==> config.mk <==
export PLATFORM = sky130hd
export DESIGN_NAME = clkgen_sreg_top
export DESIGN_NICKNAME = d
export VERILOG_FILES = /design/src/rtl/clkgen_sreg_pkg.sv /design/src/rtl/clkgen_sreg_sync.sv /design/src/rtl/clkgen_sreg_fsm.sv /design/src/rtl/clkgen_sreg_bank.sv /design/src/rtl/clkgen_sreg_top.sv
export SDC_FILE = /design/constraint.sdc
export NUM_CORES = 1
export LEC_CHECK = 0
export ABC_AREA = 1
export BUFFER_PORTS_ARGS = -buffer_cell sky130_fd_sc_hd__buf_2
export CAP_MARGIN = 20
export CORE_MARGIN = 10
export CORE_UTILIZATION = 55
export CTS_CLUSTER_DIAMETER = 80
export CTS_CLUSTER_SIZE = 14
export DETAILED_ROUTE_END_ITERATION = 7
export GPL_TIMING_DRIVEN = 0
export PLACE_DENSITY = 0.85
export SLEW_MARGIN = 20
export SYNTH_ARGS = -nofsm -noshare
export SYNTH_HDL_FRONTEND = slang
export SYNTH_HIERARCHICAL = 1
export SYNTH_SLANG_ARGS = --single-unit
==> constraint.sdc <==
create_clock -name clk -period 3 [get_ports clk]
set_input_delay 0.45 -clock clk [delete_from_list [all_inputs] [get_ports clk]]
set_output_delay 0.45 -clock clk [all_outputs]
set_load 0.05 [all_outputs]
==> src/rtl/clkgen_sreg_pkg.sv <==
package clkgen_sreg_pkg;
    typedef enum logic [3:0] {
        ST_IDLE,
        ST_ADDR,
        ST_ADDR_ACK,
        ST_CMD,
        ST_CMD_ACK,
        ST_WDATA,
        ST_WDATA_ACK,
        ST_RDATA,
        ST_RDATA_ACK,
        ST_IGNORE
    } sreg_state_e;
endpackage

==> src/rtl/clkgen_sreg_sync.sv <==
module clkgen_sreg_sync #(
    parameter int STAGES = 2
) (
    input  logic clk,
    input  logic rst_n,
    input  logic scl_i,
    input  logic sda_i,
    output logic scl_s,
    output logic sda_s,
    output logic scl_rise,
    output logic scl_fall,
    output logic start_det,
    output logic stop_det
);
    logic [STAGES-1:0] scl_pipe, sda_pipe;
    logic scl_q, sda_q;

    always_ff @(posedge clk or negedge rst_n) begin
        if (!rst_n) begin
            scl_pipe <= '1;
            sda_pipe <= '1;
            scl_q    <= 1'b1;
            sda_q    <= 1'b1;
        end else begin
            scl_pipe <= {scl_pipe[STAGES-2:0], scl_i};
            sda_pipe <= {sda_pipe[STAGES-2:0], sda_i};
            scl_q    <= scl_pipe[STAGES-1];
            sda_q    <= sda_pipe[STAGES-1];
        end
    end

    assign scl_s     = scl_pipe[STAGES-1];
    assign sda_s     = sda_pipe[STAGES-1];
    assign scl_rise  = scl_s & ~scl_q;
    assign scl_fall  = ~scl_s & scl_q;
    assign start_det = scl_s & scl_q & sda_q & ~sda_s;
    assign stop_det  = scl_s & scl_q & ~sda_q & sda_s;
endmodule

==> src/rtl/clkgen_sreg_fsm.sv <==
module clkgen_sreg_fsm
    import clkgen_sreg_pkg::*;
#(
    parameter logic [6:0] DEV_ADDR = 7'h69
) (
    input  logic       clk,
    input  logic       rst_n,
    input  logic       scl_s,
    input  logic       sda_s,
    input  logic       scl_rise,
    input  logic       scl_fall,
    input  logic       start_det,
    input  logic       stop_det,
    input  logic [7:0] rd_data,
    output logic       sda_pull,
    output logic       wr_en,
    output logic [6:0] reg_addr,
    output logic [7:0] wr_data
);
    sreg_state_e st, st_n;
    logic [3:0] cnt;
    logic [6:0] sh;
    logic [7:0] tx;
    logic       ack_half, ack_yes, rw_q;
    logic [7:0] byte_now;

    assign byte_now = {sh, sda_s};

    // state register
    always_ff @(posedge clk or negedge rst_n) begin
        if (!rst_n) st <= ST_IDLE;
        else        st <= st_n;
    end

    // next state
    always_comb begin
        st_n = st;
        if (stop_det) begin
            st_n = ST_IDLE;
        end else if (start_det) begin
            st_n = ST_ADDR;
        end else begin
            unique case (st)
                ST_IDLE:      st_n = ST_IDLE;
                ST_ADDR:      if (scl_rise && cnt == 4'd7) st_n = ST_ADDR_ACK;
                ST_ADDR_ACK:  if (scl_fall) begin
                                  if (!ack_half) st_n = ack_yes ? ST_ADDR_ACK : ST_IGNORE;
                                  else           st_n = rw_q ? ST_RDATA : ST_CMD;
                              end
                ST_CMD:       if (scl_rise && cnt == 4'd7) st_n = ST_CMD_ACK;
                ST_CMD_ACK:   if (scl_fall) begin
                                  if (!ack_half) st_n = ack_yes ? ST_CMD_ACK : ST_IGNORE;
                                  else           st_n = ST_WDATA;
                              end
                ST_WDATA:     if (scl_rise && cnt == 4'd7) st_n = ST_WDATA_ACK;
                ST_WDATA_ACK: if (scl_fall && ack_half) st_n = ST_IGNORE;
                ST_RDATA:     if (scl_fall && cnt == 4'd8) st_n = ST_RDATA_ACK;
                ST_RDATA_ACK: if (scl_rise) st_n = ST_IGNORE;
                ST_IGNORE:    st_n = ST_IGNORE;
                default:      st_n = ST_IDLE;
            endcase
        end
    end

    // datapath and outputs
    always_ff @(posedge clk or negedge rst_n) begin
        if (!rst_n) begin
            cnt      <= '0;
            sh       <= '0;
            tx       <= '0;
            ack_half <= 1'b0;
            ack_yes  <= 1'b0;
            rw_q     <= 1'b0;
            reg_addr <= '0;
            wr_data  <= '0;
            wr_en    <= 1'b0;
            sda_pull <= 1'b0;
        end else begin
            wr_en <= 1'b0;

            if (start_det || st_n != st) cnt <= '0;
            else if (scl_rise)           cnt <= cnt + 4'd1;

            if (scl_rise) sh <= byte_now[6:0];

            if (st_n != st)    ack_half <= 1'b0;
            else if (scl_fall) ack_half <= 1'b1;

            if (st_n == ST_ADDR_ACK && st == ST_ADDR) begin
                ack_yes <= (byte_now[7:1] == DEV_ADDR);
                rw_q    <= byte_now[0];
            end
            if (st_n == ST_CMD_ACK && st == ST_CMD) begin
                ack_yes <= byte_now[7];
                if (byte_now[7]) reg_addr <= byte_now[6:0];
            end
            if (st_n == ST_WDATA_ACK && st == ST_WDATA) begin
                ack_yes <= 1'b1;
                wr_en   <= 1'b1;
                wr_data <= byte_now;
            end

            if (start_det || stop_det) begin
                sda_pull <= 1'b0;
            end else if (st_n == ST_RDATA && st != ST_RDATA) begin
                tx       <= rd_data;
                sda_pull <= ~rd_data[7];
            end else if (st == ST_RDATA && scl_fall) begin
                tx       <= {tx[6:0], 1'b0};
                sda_pull <= (cnt == 4'd8) ? 1'b0 : ~tx[6];
            end else if ((st == ST_ADDR_ACK || st == ST_CMD_ACK || st == ST_WDATA_ACK)
                         && scl_fall && !ack_half && st_n == st) begin
                sda_pull <= 1'b1;
            end else if (st_n != st) begin
                sda_pull <= 1'b0;
            end
        end
    end

    AST_STOP_TO_IDLE: assert property (@(posedge clk) disable iff (!rst_n)
        stop_det |=> st == ST_IDLE);
    AST_START_TO_ADDR: assert property (@(posedge clk) disable iff (!rst_n)
        start_det |=> st == ST_ADDR);
    AST_QUIET_WHEN_IGNORING: assert property (@(posedge clk) disable iff (!rst_n)
        (st == ST_IGNORE || st == ST_IDLE) |-> !sda_pull);
    AST_PULL_WHILE_SCL_LOW: assert property (@(posedge clk) disable iff (!rst_n)
        $rose(sda_pull) |-> !scl_s);
    AST_WRITE_IN_DATA_ACK: assert property (@(posedge clk) disable iff (!rst_n)
        wr_en |-> st == ST_WDATA_ACK);
endmodule

==> src/rtl/clkgen_sreg_bank.sv <==
module clkgen_sreg_bank #(
    parameter int         NUM_REGS   = 10,
    parameter int         SIG_OFFSET = 8,
    parameter logic [7:0] SIG_VALUE  = 8'h01
) (
    input  logic                  clk,
    input  logic                  rst_n,
    input  logic                  wr_en,
    input  logic [6:0]            addr,
    input  logic [7:0]            wr_data,
    output logic [7:0]            rd_data,
    output logic [NUM_REGS*8-1:0] regs_flat
);
    for (genvar k = 0; k < NUM_REGS; k++) begin : g_reg
        if (k == SIG_OFFSET) begin : g_sig
            assign regs_flat[8*k +: 8] = SIG_VALUE;
        end else begin : g_rw
            logic [7:0] q;
            always_ff @(posedge clk or negedge rst_n) begin
                if (!rst_n)                          q <= 8'hFF;
                else if (wr_en && addr == 7'(k))     q <= wr_data;
            end
            assign regs_flat[8*k +: 8] = q;

            AST_WR_LANDS: assert property (@(posedge clk) disable iff (!rst_n)
                (wr_en && addr == 7'(k)) |=> q == $past(wr_data));
        end
    end

    always_comb begin
        rd_data = 8'h00;
        for (int k = 0; k < NUM_REGS; k++) begin
            if (addr == 7'(k)) rd_data = regs_flat[8*k +: 8];
        end
    end

    AST_RANGE_WRITE_HOLDS: assert property (@(posedge clk) disable iff (!rst_n)
        (wr_en && int'(addr) >= NUM_REGS) |=> $stable(regs_flat));
endmodule

==> src/rtl/clkgen_sreg_top.sv <==
module clkgen_sreg_top #(
    parameter logic [6:0] DEV_ADDR   = 7'h69,
    parameter int         NUM_REGS   = 10,
    parameter int         SIG_OFFSET = 8,
    parameter logic [3:0] SIG_REV    = 4'h0,
    parameter logic [3:0] SIG_VEN    = 4'h1,
    parameter int         SYNC_STAGES = 2
) (
    input  logic                  clk,
    input  logic                  rst_n,
    input  logic                  scl_i,
    input  logic                  sda_i,
    output logic                  sda_pull_o,
    output logic [NUM_REGS*8-1:0] clk_en_o
);
    localparam logic [7:0] SIG_VALUE = {SIG_REV, SIG_VEN};

    logic scl_s, sda_s, scl_rise, scl_fall, start_det, stop_det;
    logic wr_en;
    logic [6:0] reg_addr;
    logic [7:0] wr_data, rd_data;

    clkgen_sreg_sync #(.STAGES(SYNC_STAGES)) u_sync (
        .clk(clk), .rst_n(rst_n), .scl_i(scl_i), .sda_i(sda_i),
        .scl_s(scl_s), .sda_s(sda_s), .scl_rise(scl_rise), .scl_fall(scl_fall),
        .start_det(start_det), .stop_det(stop_det)
    );

    clkgen_sreg_fsm #(.DEV_ADDR(DEV_ADDR)) u_fsm (
        .clk(clk), .rst_n(rst_n), .scl_s(scl_s), .sda_s(sda_s),
        .scl_rise(scl_rise), .scl_fall(scl_fall),
        .start_det(start_det), .stop_det(stop_det), .rd_data(rd_data),
        .sda_pull(sda_pull_o), .wr_en(wr_en), .reg_addr(reg_addr), .wr_data(wr_data)
    );

    clkgen_sreg_bank #(.NUM_REGS(NUM_REGS), .SIG_OFFSET(SIG_OFFSET), .SIG_VALUE(SIG_VALUE)) u_bank (
        .clk(clk), .rst_n(rst_n), .wr_en(wr_en), .addr(reg_addr),
        .wr_data(wr_data), .rd_data(rd_data), .regs_flat(clk_en_o)
    );
endmodule

==> results of run 1 <==
[layer usage]
layer  vias up  GRT usage [%]
met1      2633           26.0
met3        41           5.58
li1       2577              -
met5         -              0
met4         0           8.64
met2       270           32.9
[registers in the layout (all words and copies together) (netlist names), 2 cells and up]
name and flops:
u_fsm/reg_addr 7, u_fsm/cnt 4, u_bank/g.g_rw.q 72, u_fsm/tx 7, u_fsm/st 4, u_fsm/sh 7
u_fsm/wr_data 8, u_sync/scl_pipe 2, u_sync/sda_pipe 2
[cells by family after synthesis]
family                     share of synthesized area [%]
DFF                                                 48.7
and+or+nand+nor                                     30.9
buffers and inverters                               7.96
xor gates and xnor gates                           0.413
adders and majority gates                          0.393
AOI/OAI and AO/OA                                   11.5
other                                              0.118
[cell type report]
class | instances | area [sq um] | area share (%)
Sequential cell | 120 | 3100 | 41.1
Multi-Input combinational cell | 529 | 2780 | 36.8
Clock buffer | 19 | 454 | 6.01
Timing Repair Buffer | 77 | 414 | 5.48
Inverter | 69 | 268 | 3.55
Buffer | 27 | 239 | 3.16
Tap cell | 143 | 179 | 2.37
Clock inverter | 13 | 120 | 1.59
[critical path, stage by stage, from the launching register on]
cell,delay (ns)
dfstp_2,0.53
inv_1,0.04
nor2_1,0.27
inv_1,0.22
nand2_1,0.14
nand3_1,0.07
nand3_1,0.09
nand2_1,0.06
nor2_1,0.15
nand2_2,0.11
nand2_4,0.11
nor2_2,0.05
nand2_2,0.14
nand2_2,0.10
nand2_4,0.11
clkinv_2,0.11
nand2_1,0.07
nand2_1,0.05
[Yosys cell counts (2+ instances only)]
master	count	area share [%]
nand2_1	227	13
dfstp_2	78	32
nand3_1	51	4.0
inv_1	49	2.9
nor2_1	46	2.7
o21ai_2	43	5.9
dfrtp_1	42	17
o21ai_0	27	2.1
o21ai_1	22	1.7
nand2_2	19	1.9
inv_2	17	1.0
a21oi_1	14	1.1
nand2_4	12	2.1
nand4_1	12	1.2
buf_6	11	1.9
buf_4	9	1.1
nor2_2	8	0.79
nor2_4	7	1.2
or2_2	6	0.59
nor3_1	5	0.39
buf_2	4	0.31
nand3_2	3	0.47
nor3_4	3	0.77
a21oi_2	2	0.28
clkbuf_1	2	0.12
conb_1	2	0.12
ha_1	2	0.39
nor4_1	2	0.20
xor2_1	2	0.28
[power by group]
part	switching (mW)	leakage, nW	internal, mW
clock	0.770	0.283	1.19
combinational	0.162	1.90	0.0513
sequential	0.0233	1.38	1.66
[layout by cell type, fill, tap and decap left out, types with 22 or more instances in the layout]
master	count
dfrtp_1	42
buf_2	79
o21ai_1	22
o21ai_0	27
o21ai_2	43
nor2_1	46
dfstp_2	78
inv_1	49
nand3_1	51
nand2_1	227
[per-stage QoR]
| stage | instance area [sq um] | instances |
|---|---|---|
| finish | 7550 | 997 |
| global route | 7550 | 997 |
| CTS | 7550 | 997 |
| detailed placement | 6980 | 965 |
| global placement | 6940 | 964 |
| floorplan | 6380 | 745 |
[final timing paths]
kind	to	slack, ns	depth (start not counted)
max in group asynchronous	u_bank/g_reg[9].g_rw.q[6]	2.28	2
max	u_fsm/tx[1]	0.46	17
min	u_fsm/tx[3]	0.03	1
max reg2reg	u_fsm/tx[1]	0.46	17
min reg2reg	u_sync/sda_pipe[1]	0.36	0
min in group clk	u_sync/sda_pipe[0]	0.13	1
==> impl_metrics.toml, run 1 <==
[status]
status = "complete, no violations"

[critical_path]
crit_fanout = 8
worstSetupPathType = "reg2reg"
critical_path_arrival_ns = 2.84
reg2reg_from = "u_sync/scl_q"
cp.required_ns = 3.30
end_kind = "register"
worst_setup_path_start_kind = "register"
crit_start = "u_sync/scl_q"

[routing]
drt_iter0_markers = 780
viasPerCell = 5.54
vias = 5521
drt-total-wl_mm = 16.9
wl_met2_mm = 8.03
drc = 0
dr.pass1.iters = 5
drt-met1-wl_mm = 6.99
wl_per_cell_um = 17.0
met3_wirelength_mm = 1.39
antenna_left = 0
maxUsedRoutingLayer = "met4"

[clock_tree]
cts-resized-gates = 0
cts_max_path_buffers = 2
clock-root-buffer = "clkbuf_16"
cts_inserted_buffers = 17
clkLatencyLatePin_ns = 0.41
clkSlewWorstSetupHoldPaths_ns = 0.06
clkSinkCount = 120
hold_buffers = 0
htreeDepth = 4
postCtsSetupBuffers = 0
tritoncts = "yes"

[hold_path]
hold_class = "in2async"

[global_routing]
grt_max_degree = 64
grt.total_usage_pct = 20.7
overflow = 0
grt_pass1_vias = 5227
grt_pass1_wl_mm = 27.1
antenna_found_initial = 0

[die]
die_x_um = 128
dieArea_sq_mm = 0.0163
row_count = 39
initial_utilization_pct = 56.0
io_pins = 85
die_h_um = 128
coreArea_sq_mm = 0.0114

[sta]
fin_setup_tns_ns = 0
final.period_utilization_pct = 84.6
period_needed_ns = 2.54
holdWs_ns = 0.0255
slew_viol_final = 0
tightest_slew_ns = 0.600
rsz0062_at_grt = "false"
worst_slack_ns = 0.463
relSlewSlack_pct = 60.0
fmax_mhz = 394
hold_viol = 0
skew_ns = 0.0152
setup_viol = 0

[final_layout]
final_util_pct = 66.4
layout-drive-gt1-share_pct = 39.7
insertedDiodeCount = 0
nets = 847
syn_to_final_growth_pct = 18.7
fill_cells = 866

[yosys]
syn_avg_cell_area_sq_um = 8.61
synthDistinctLibCells = 41
yosysSeqAreaShare_pct = 48.7
synthCells = 739
synth-edff-count = 0
ys_ff_latch = 120
async_flop_share_pct = 100
synthesis.area_sq_mm = 0.00636
yosysWarnings = 6
synth_ff_type = "dfstp_2"

[flow_run]
max_cap_violations = 0

[pwr]
fin_total_pwr_mw = 3.86
vdd_drop_max_mv = 0.342
total_leakage_power_nw = 3.57
power_density_mw_per_mm2 = 511

[placed_design]
pre_cts_ws_ns = 0.510
gp_congestion = 0.905
io_buffers = 76
hpwl_mm = 11.7
Note: power is estimated with default switching activity, not from simulation.
==> run 2: changes to the inputs <==
==> constraint.sdc (replaced) <==
create_clock -name clk -period 2.4 [get_ports clk]
set_input_delay 0.36 -clock clk [delete_from_list [all_inputs] [get_ports clk]]
set_output_delay 0.36 -clock clk [all_outputs]
set_load 0.05 [all_outputs]
==> run 2 against run 1 <==
Count of clock-buffer cells in the layout unchanged. Clock power up 26%. Combinational power up 28%. Wire length up 0.72%. Critical path type unchanged.
==> impl_metrics.toml, run 2 (synthesized netlist as in run 1, its figures left out) <==
[sta]
relSlewSlack_pct = 60.8
hold_viol = 0
setup_viol = 0
skew_ns = 0.0163
tightest_slew_ns = 0.587
rsz0062_at_grt = "false"
fin_setup_tns_ns = 0
final.period_utilization_pct = 92.2
fmax_mhz = 452
slew_viol_final = 0
period_needed_ns = 2.21

[global_routing]
grt_pass1_vias = 5234
overflow = 0
grt_max_degree = 64
grt_pass1_wl_mm = 27.1
antenna_found_initial = 0
grt.total_usage_pct = 20.7

[routing]
drt-total-wl_mm = 17.0
antenna_left = 0
drt_iter0_markers = 836
wl_per_cell_um = 17.0
viasPerCell = 5.53
drc = 0
dr.pass1.iters = 5
vias = 5539

[final_layout]
layout_commonest_cell = "nand2_1"
layout-drive-gt1-share_pct = 40.9
mostFrequentLayoutCells = "nand2_1 (226), buf_2 (79), dfstp_2 (78)"
largest_register_ffs = 72
layout.cells.non_filler = 1001
fin_area_sq_mm = 0.00762
regMostFlops = "u_bank/g.g_rw.q"
syn_to_final_growth_pct = 19.7
nets = 851
largest_registers = "u_bank/g.g_rw.q (72), u_fsm/wr_data (8)"
final_util_pct = 67.0
insertedDiodeCount = 0

[status]
status = "complete, no violations"

[clock_tree]
htreeDepth = 4
tritoncts = "yes"
clock-root-buffer = "clkbuf_16"
cts_inserted_buffers = 17
clkSinkCount = 120
cts_max_path_buffers = 2
clkSlewWorstSetupHoldPaths_ns = 0.06
clkLatencyLatePin_ns = 0.42

[critical_path]
worstSetupPathType = "reg2reg"
critical_path_arrival_ns = 2.51
crit_fanout = 8
cp.required_ns = 2.70
worst_setup_path_start_kind = "register"
end_kind = "register"

[pwr]
power_density_mw_per_mm2 = 635
internal_power_mw = 3.63
swShare_pct = 24.9
power.switching_mw = 1.20
total_leakage_power_nw = 3.60
p_clk_share_pct = 50.9
seqPwrFrac_pct = 43.5
p_comb_share_pct = 5.6
vdd_drop_max_mv = 0.429

[die]
initial_utilization_pct = 56.0
io_pins = 85
die_h_um = 128
dieArea_sq_mm = 0.0163
die_x_um = 128
coreArea_sq_mm = 0.0114
row_count = 39

[flow_run]
max_cap_violations = 0

[placed_design]
dpl_cell_area_sq_mm = 0.00698
gp_congestion = 0.905
hpwl_mm = 11.7
io_buffers = 76
placedCellCount = 965

[hold_path]
hold_class = "in2reg"
==> run 2: area by class of cell <==
class                           instances  area, sq um
Tap cell                              143          179
Multi-Input combinational cell        529         2810
Buffer                                 27          240
Sequential cell                       120         3100
Inverter                               69          268
Timing Repair Buffer                   81          447
Clock inverter                         13          120
Fill cell                             860         3750
Clock buffer                           19          454
==> run 2: routing by layer <==
| layer | share of wire, % | GRT usage (%) | up-vias | routed length (um) |
|---|---|---|---|---|
| met2 | 48 | 32.9 | 242 | 8180 |
| met3 | 7.5 | 5.58 | 34 | 1280 |
| met1 | 42 | 26.0 | 2680 | 7140 |
| met4 | 2.6 | 8.64 | 0 | 444 |
| met5 | 0 | 0 | - | 0 |
| li1 | - | - | 2583 | - |
==> run 2: through the flow <==
step	hold WS, ns	power [mW]	worst slack [ns]
2_1_floorplan	0.0644	2.30	0.349
4_1_cts	0.0342	4.83	0.0108
3_3_place_gp	0.345	2.38	-0.380
6_report	0.0391	4.83	0.187
3_5_place_dp	0.348	2.39	-0.0896
5_1_grt	0.0269	4.98	0.00849
==> run 2: final timing paths <==
path | start | to | slack, ns | depth (start not counted)
max reg2reg | u_sync/scl_q | u_fsm/tx[3] | 0.19 | 17
min | sda_i | u_sync/sda_pipe[0] | 0.04 | 1
min reg2reg | u_sync/sda_pipe[0] | u_sync/sda_pipe[1] | 0.36 | 0
max | u_sync/scl_q | u_fsm/tx[3] | 0.19 | 17
min in group asynchronous | rst_n | u_fsm/tx[3] | 0.50 | 2
max in group asynchronous | rst_n | u_bank/g_reg[9].g_rw.q[6] | 1.20 | 3
==> run 2: power by group through the flow <==
stage	logic, mW	clock network, mW	registers (mW)
after floorplan	0.173	0	2.12
after global placement	0.250	0	2.13
after detailed placement	0.262	0	2.13
after CTS	0.265	2.47	2.10
after global routing	0.301	2.58	2.10
final	0.273	2.46	2.10
==> run 2: timing repair <==
action,in CTS,in global routing
pin swaps,0,1
setup endpoints to repair,11,29
hold buffers,1,0
hold endpoints to repair,2,0
resized for setup,1,11
buffers inserted,0,3
==> run 2: critical path, cell delays in order, from the launching register on <==
cell	delay (ns)
dfstp_2	0.54
inv_1	0.06
nor2_4	0.15
inv_2	0.10
nand2_1	0.10
nand3_1	0.07
nand3_1	0.09
nand2_1	0.07
nor2_2	0.11
nand2_2	0.09
nand2_4	0.10
nor2_2	0.06
nand2_4	0.10
nand2_2	0.09
nand2_4	0.11
clkinv_2	0.11
nand2_1	0.07
nand2_1	0.05
==> run 3: changes to the inputs <==
--- a/config.mk
+++ b/config.mk
@@ -11,9 +11,10 @@
 export CORE_MARGIN = 10
 export CORE_UTILIZATION = 55
 export CTS_CLUSTER_DIAMETER = 80
-export CTS_CLUSTER_SIZE = 14
+export CTS_CLUSTER_SIZE = 30
 export DETAILED_ROUTE_END_ITERATION = 7
 export GPL_TIMING_DRIVEN = 0
+export HOLD_SLACK_MARGIN = 0.15
 export PLACE_DENSITY = 0.85
 export SLEW_MARGIN = 20
 export SYNTH_ARGS = -nofsm -noshare
==> run 3 against run 2 <==
Maximum frequency shrank 0.23%. Highest routed layer unchanged. Final cell count grew 0.20%. Largest cell class unchanged. Via count grew 0.51%. Non-clock buffer count is 2 higher. Sequential share of layout area down 0.11 points. Design area rose by 0.26%.
==> impl_metrics.toml, run 3 (synthesized netlist as in run 1, its figures left out) <==
[critical_path]
crit_top_cell = "nand2_1"
reg2reg_from = "u_sync/scl_q"
worstSetupPathType = "reg2reg"
crit_path_max_incr_delay_ns = 0.54
r2r_setup_slack_ns = 0.18
crit_fanout = 8
rr_worst_depth = 17
worst_setup_path_start_kind = "register"
cp.required_ns = 2.70
crit_path_cell_trace = "inv_1, nor2_4, inv_2, nand2_1, nand3_1, nand3_1, nand2_1, nor2_2, nand2_2, nand2_4, nor2_2, nand2_4, nand2_2, nand2_4, clkinv_2, nand2_1, nand2_1"
r2r_end = "u_fsm/tx[3]"
path_buf_inv = 3
cp_top_family = "simple AND/OR/NAND/NOR gates"
critical_path_arrival_ns = 2.52
end_kind = "register"
critPathSlowestCell = "dfstp_2"

[placed_design]
dpl_cell_area_sq_mm = 0.00698
placedCellCount = 965
hpwl_mm = 11.7
pre_cts_ws_ns = -0.0896
gp_congestion = 0.905
io_buffers = 76

[die]
die_h_um = 128
row_count = 39
coreArea_sq_mm = 0.0114
dieArea_sq_mm = 0.0163
io_pins = 85
initial_utilization_pct = 56.0
die_x_um = 128

[sta]
relSlewSlack_pct = 59.3
rsz0062_at_grt = "false"
fin_setup_tns_ns = 0
skew_ns = 0.0175
tightest_slew_ns = 0.609
slew_viol_final = 0
hold_viol = 0
holdWs_ns = 0.357
setup_viol = 0
fmax_mhz = 451
final.period_utilization_pct = 92.4
worst_slack_ns = 0.182
period_needed_ns = 2.22

[clock_tree]
cts_max_path_buffers = 2
clkLatencyLatePin_ns = 0.42
cts_inserted_buffers = 17
clkSinkCount = 120
clkSlewWorstSetupHoldPaths_ns = 0.06
clock-root-buffer = "clkbuf_16"
htreeDepth = 4
tritoncts = "yes"

[hold_path]
min_to = "u_sync/sda_pipe[1]"
hold_depth = 0
min_from = "u_sync/sda_pipe[0]"
hold_class = "reg2reg"

[pwr]
power_density_mw_per_mm2 = 634
fin_total_pwr_mw = 4.84
total_leakage_power_nw = 3.61
vdd_drop_max_mv = 0.429

[routing]
viasPerCell = 5.55
drt-total-wl_mm = 17.1
drc = 0
drt_iter0_markers = 787
antenna_left = 0
vias = 5567
wl_per_cell_um = 17.0
dr.pass1.iters = 5

[flow_run]
max_cap_violations = 0

[global_routing]
overflow = 0
grt_max_degree = 64
antenna_found_initial = 0
grt_pass1_wl_mm = 27.1
grt_pass1_vias = 5234
grt.total_usage_pct = 20.7

[final_layout]
largest_register_ffs = 72
layout_commonest_cell = "nand2_1"
insertedDiodeCount = 0
largest_registers = "u_bank/g.g_rw.q (72), u_fsm/wr_data (8)"
nets = 853
layout-drive-gt1-share_pct = 40.8
syn_to_final_growth_pct = 20.0
final_util_pct = 67.2
mostFrequentLayoutCells = "nand2_1 (226), buf_2 (79), dfstp_2 (78)"
layout.cells.non_filler = 1003
fin_area_sq_mm = 0.00764
regMostFlops = "u_bank/g.g_rw.q"

[status]
status = "complete, no violations"
run 3: cell types whose count changed in the layout (fill, tap and decap cells not counted), sizes merged:
| cell | before | now |
|---|---|---|
| dlygate4sd3 | 1 | 3 |
run 3: report_power, final:
part / switching [mW] / internal, mW
logic: 0.206 / 0.0694
registers: 0.0300 / 2.07
clock network: 0.968 / 1.49
run 3: area by class of cell:
cell class | instances | area [sq um]
Fill cell | 858 | 3730
Sequential cell | 120 | 3100
Multi-Input combinational cell | 529 | 2810
Timing Repair Buffer | 83 | 467
Clock buffer | 19 | 454
Inverter | 69 | 268
Buffer | 27 | 240
Tap cell | 143 | 179
Clock inverter | 13 | 120
run 3: worst max path at each step:
stage                 start     endpoint  slack, ns  cells after the start
2_1_floorplan  u_sync/scl_q  u_fsm/tx[6]       0.35                     17
3_3_place_gp          rst_n  u_fsm/tx[2]      -0.38                      1
3_5_place_dp   u_sync/scl_q  u_fsm/tx[1]      -0.09                     17
4_1_cts        u_sync/scl_q  u_fsm/tx[1]       0.01                     17
5_1_grt        u_sync/scl_q  u_fsm/tx[1]      0.008                     17
6_report       u_sync/scl_q  u_fsm/tx[3]       0.18                     17
run 3: what timing repair did:
action / 4_1_cts / 5_1_grt
resized for setup: 1 / 11
hold buffers: 3 / 0
endpoints found under the setup margin: 11 / 29
endpoints found under the hold margin: 4 / 0
buffers inserted: 0 / 3
pin swaps: 0 / 1
run 3: worst register-to-register path, stage by stage (launching register included):
cell	delay, ns
dfstp_2	0.54
inv_1	0.06
nor2_4	0.15
inv_2	0.10
nand2_1	0.11
nand3_1	0.08
nand3_1	0.09
nand2_1	0.07
nor2_2	0.11
nand2_2	0.09
nand2_4	0.10
nor2_2	0.06
nand2_4	0.10
nand2_2	0.09
nand2_4	0.11
clkinv_2	0.11
nand2_1	0.07
nand2_1	0.05
run 3: layer usage:
metal | routed length, um | track usage (%)
met2 | 8190 | 32.9
met3 | 1430 | 5.58
met4 | 474 | 8.64
met5 | 0 | 0
met1 | 6990 | 26.0
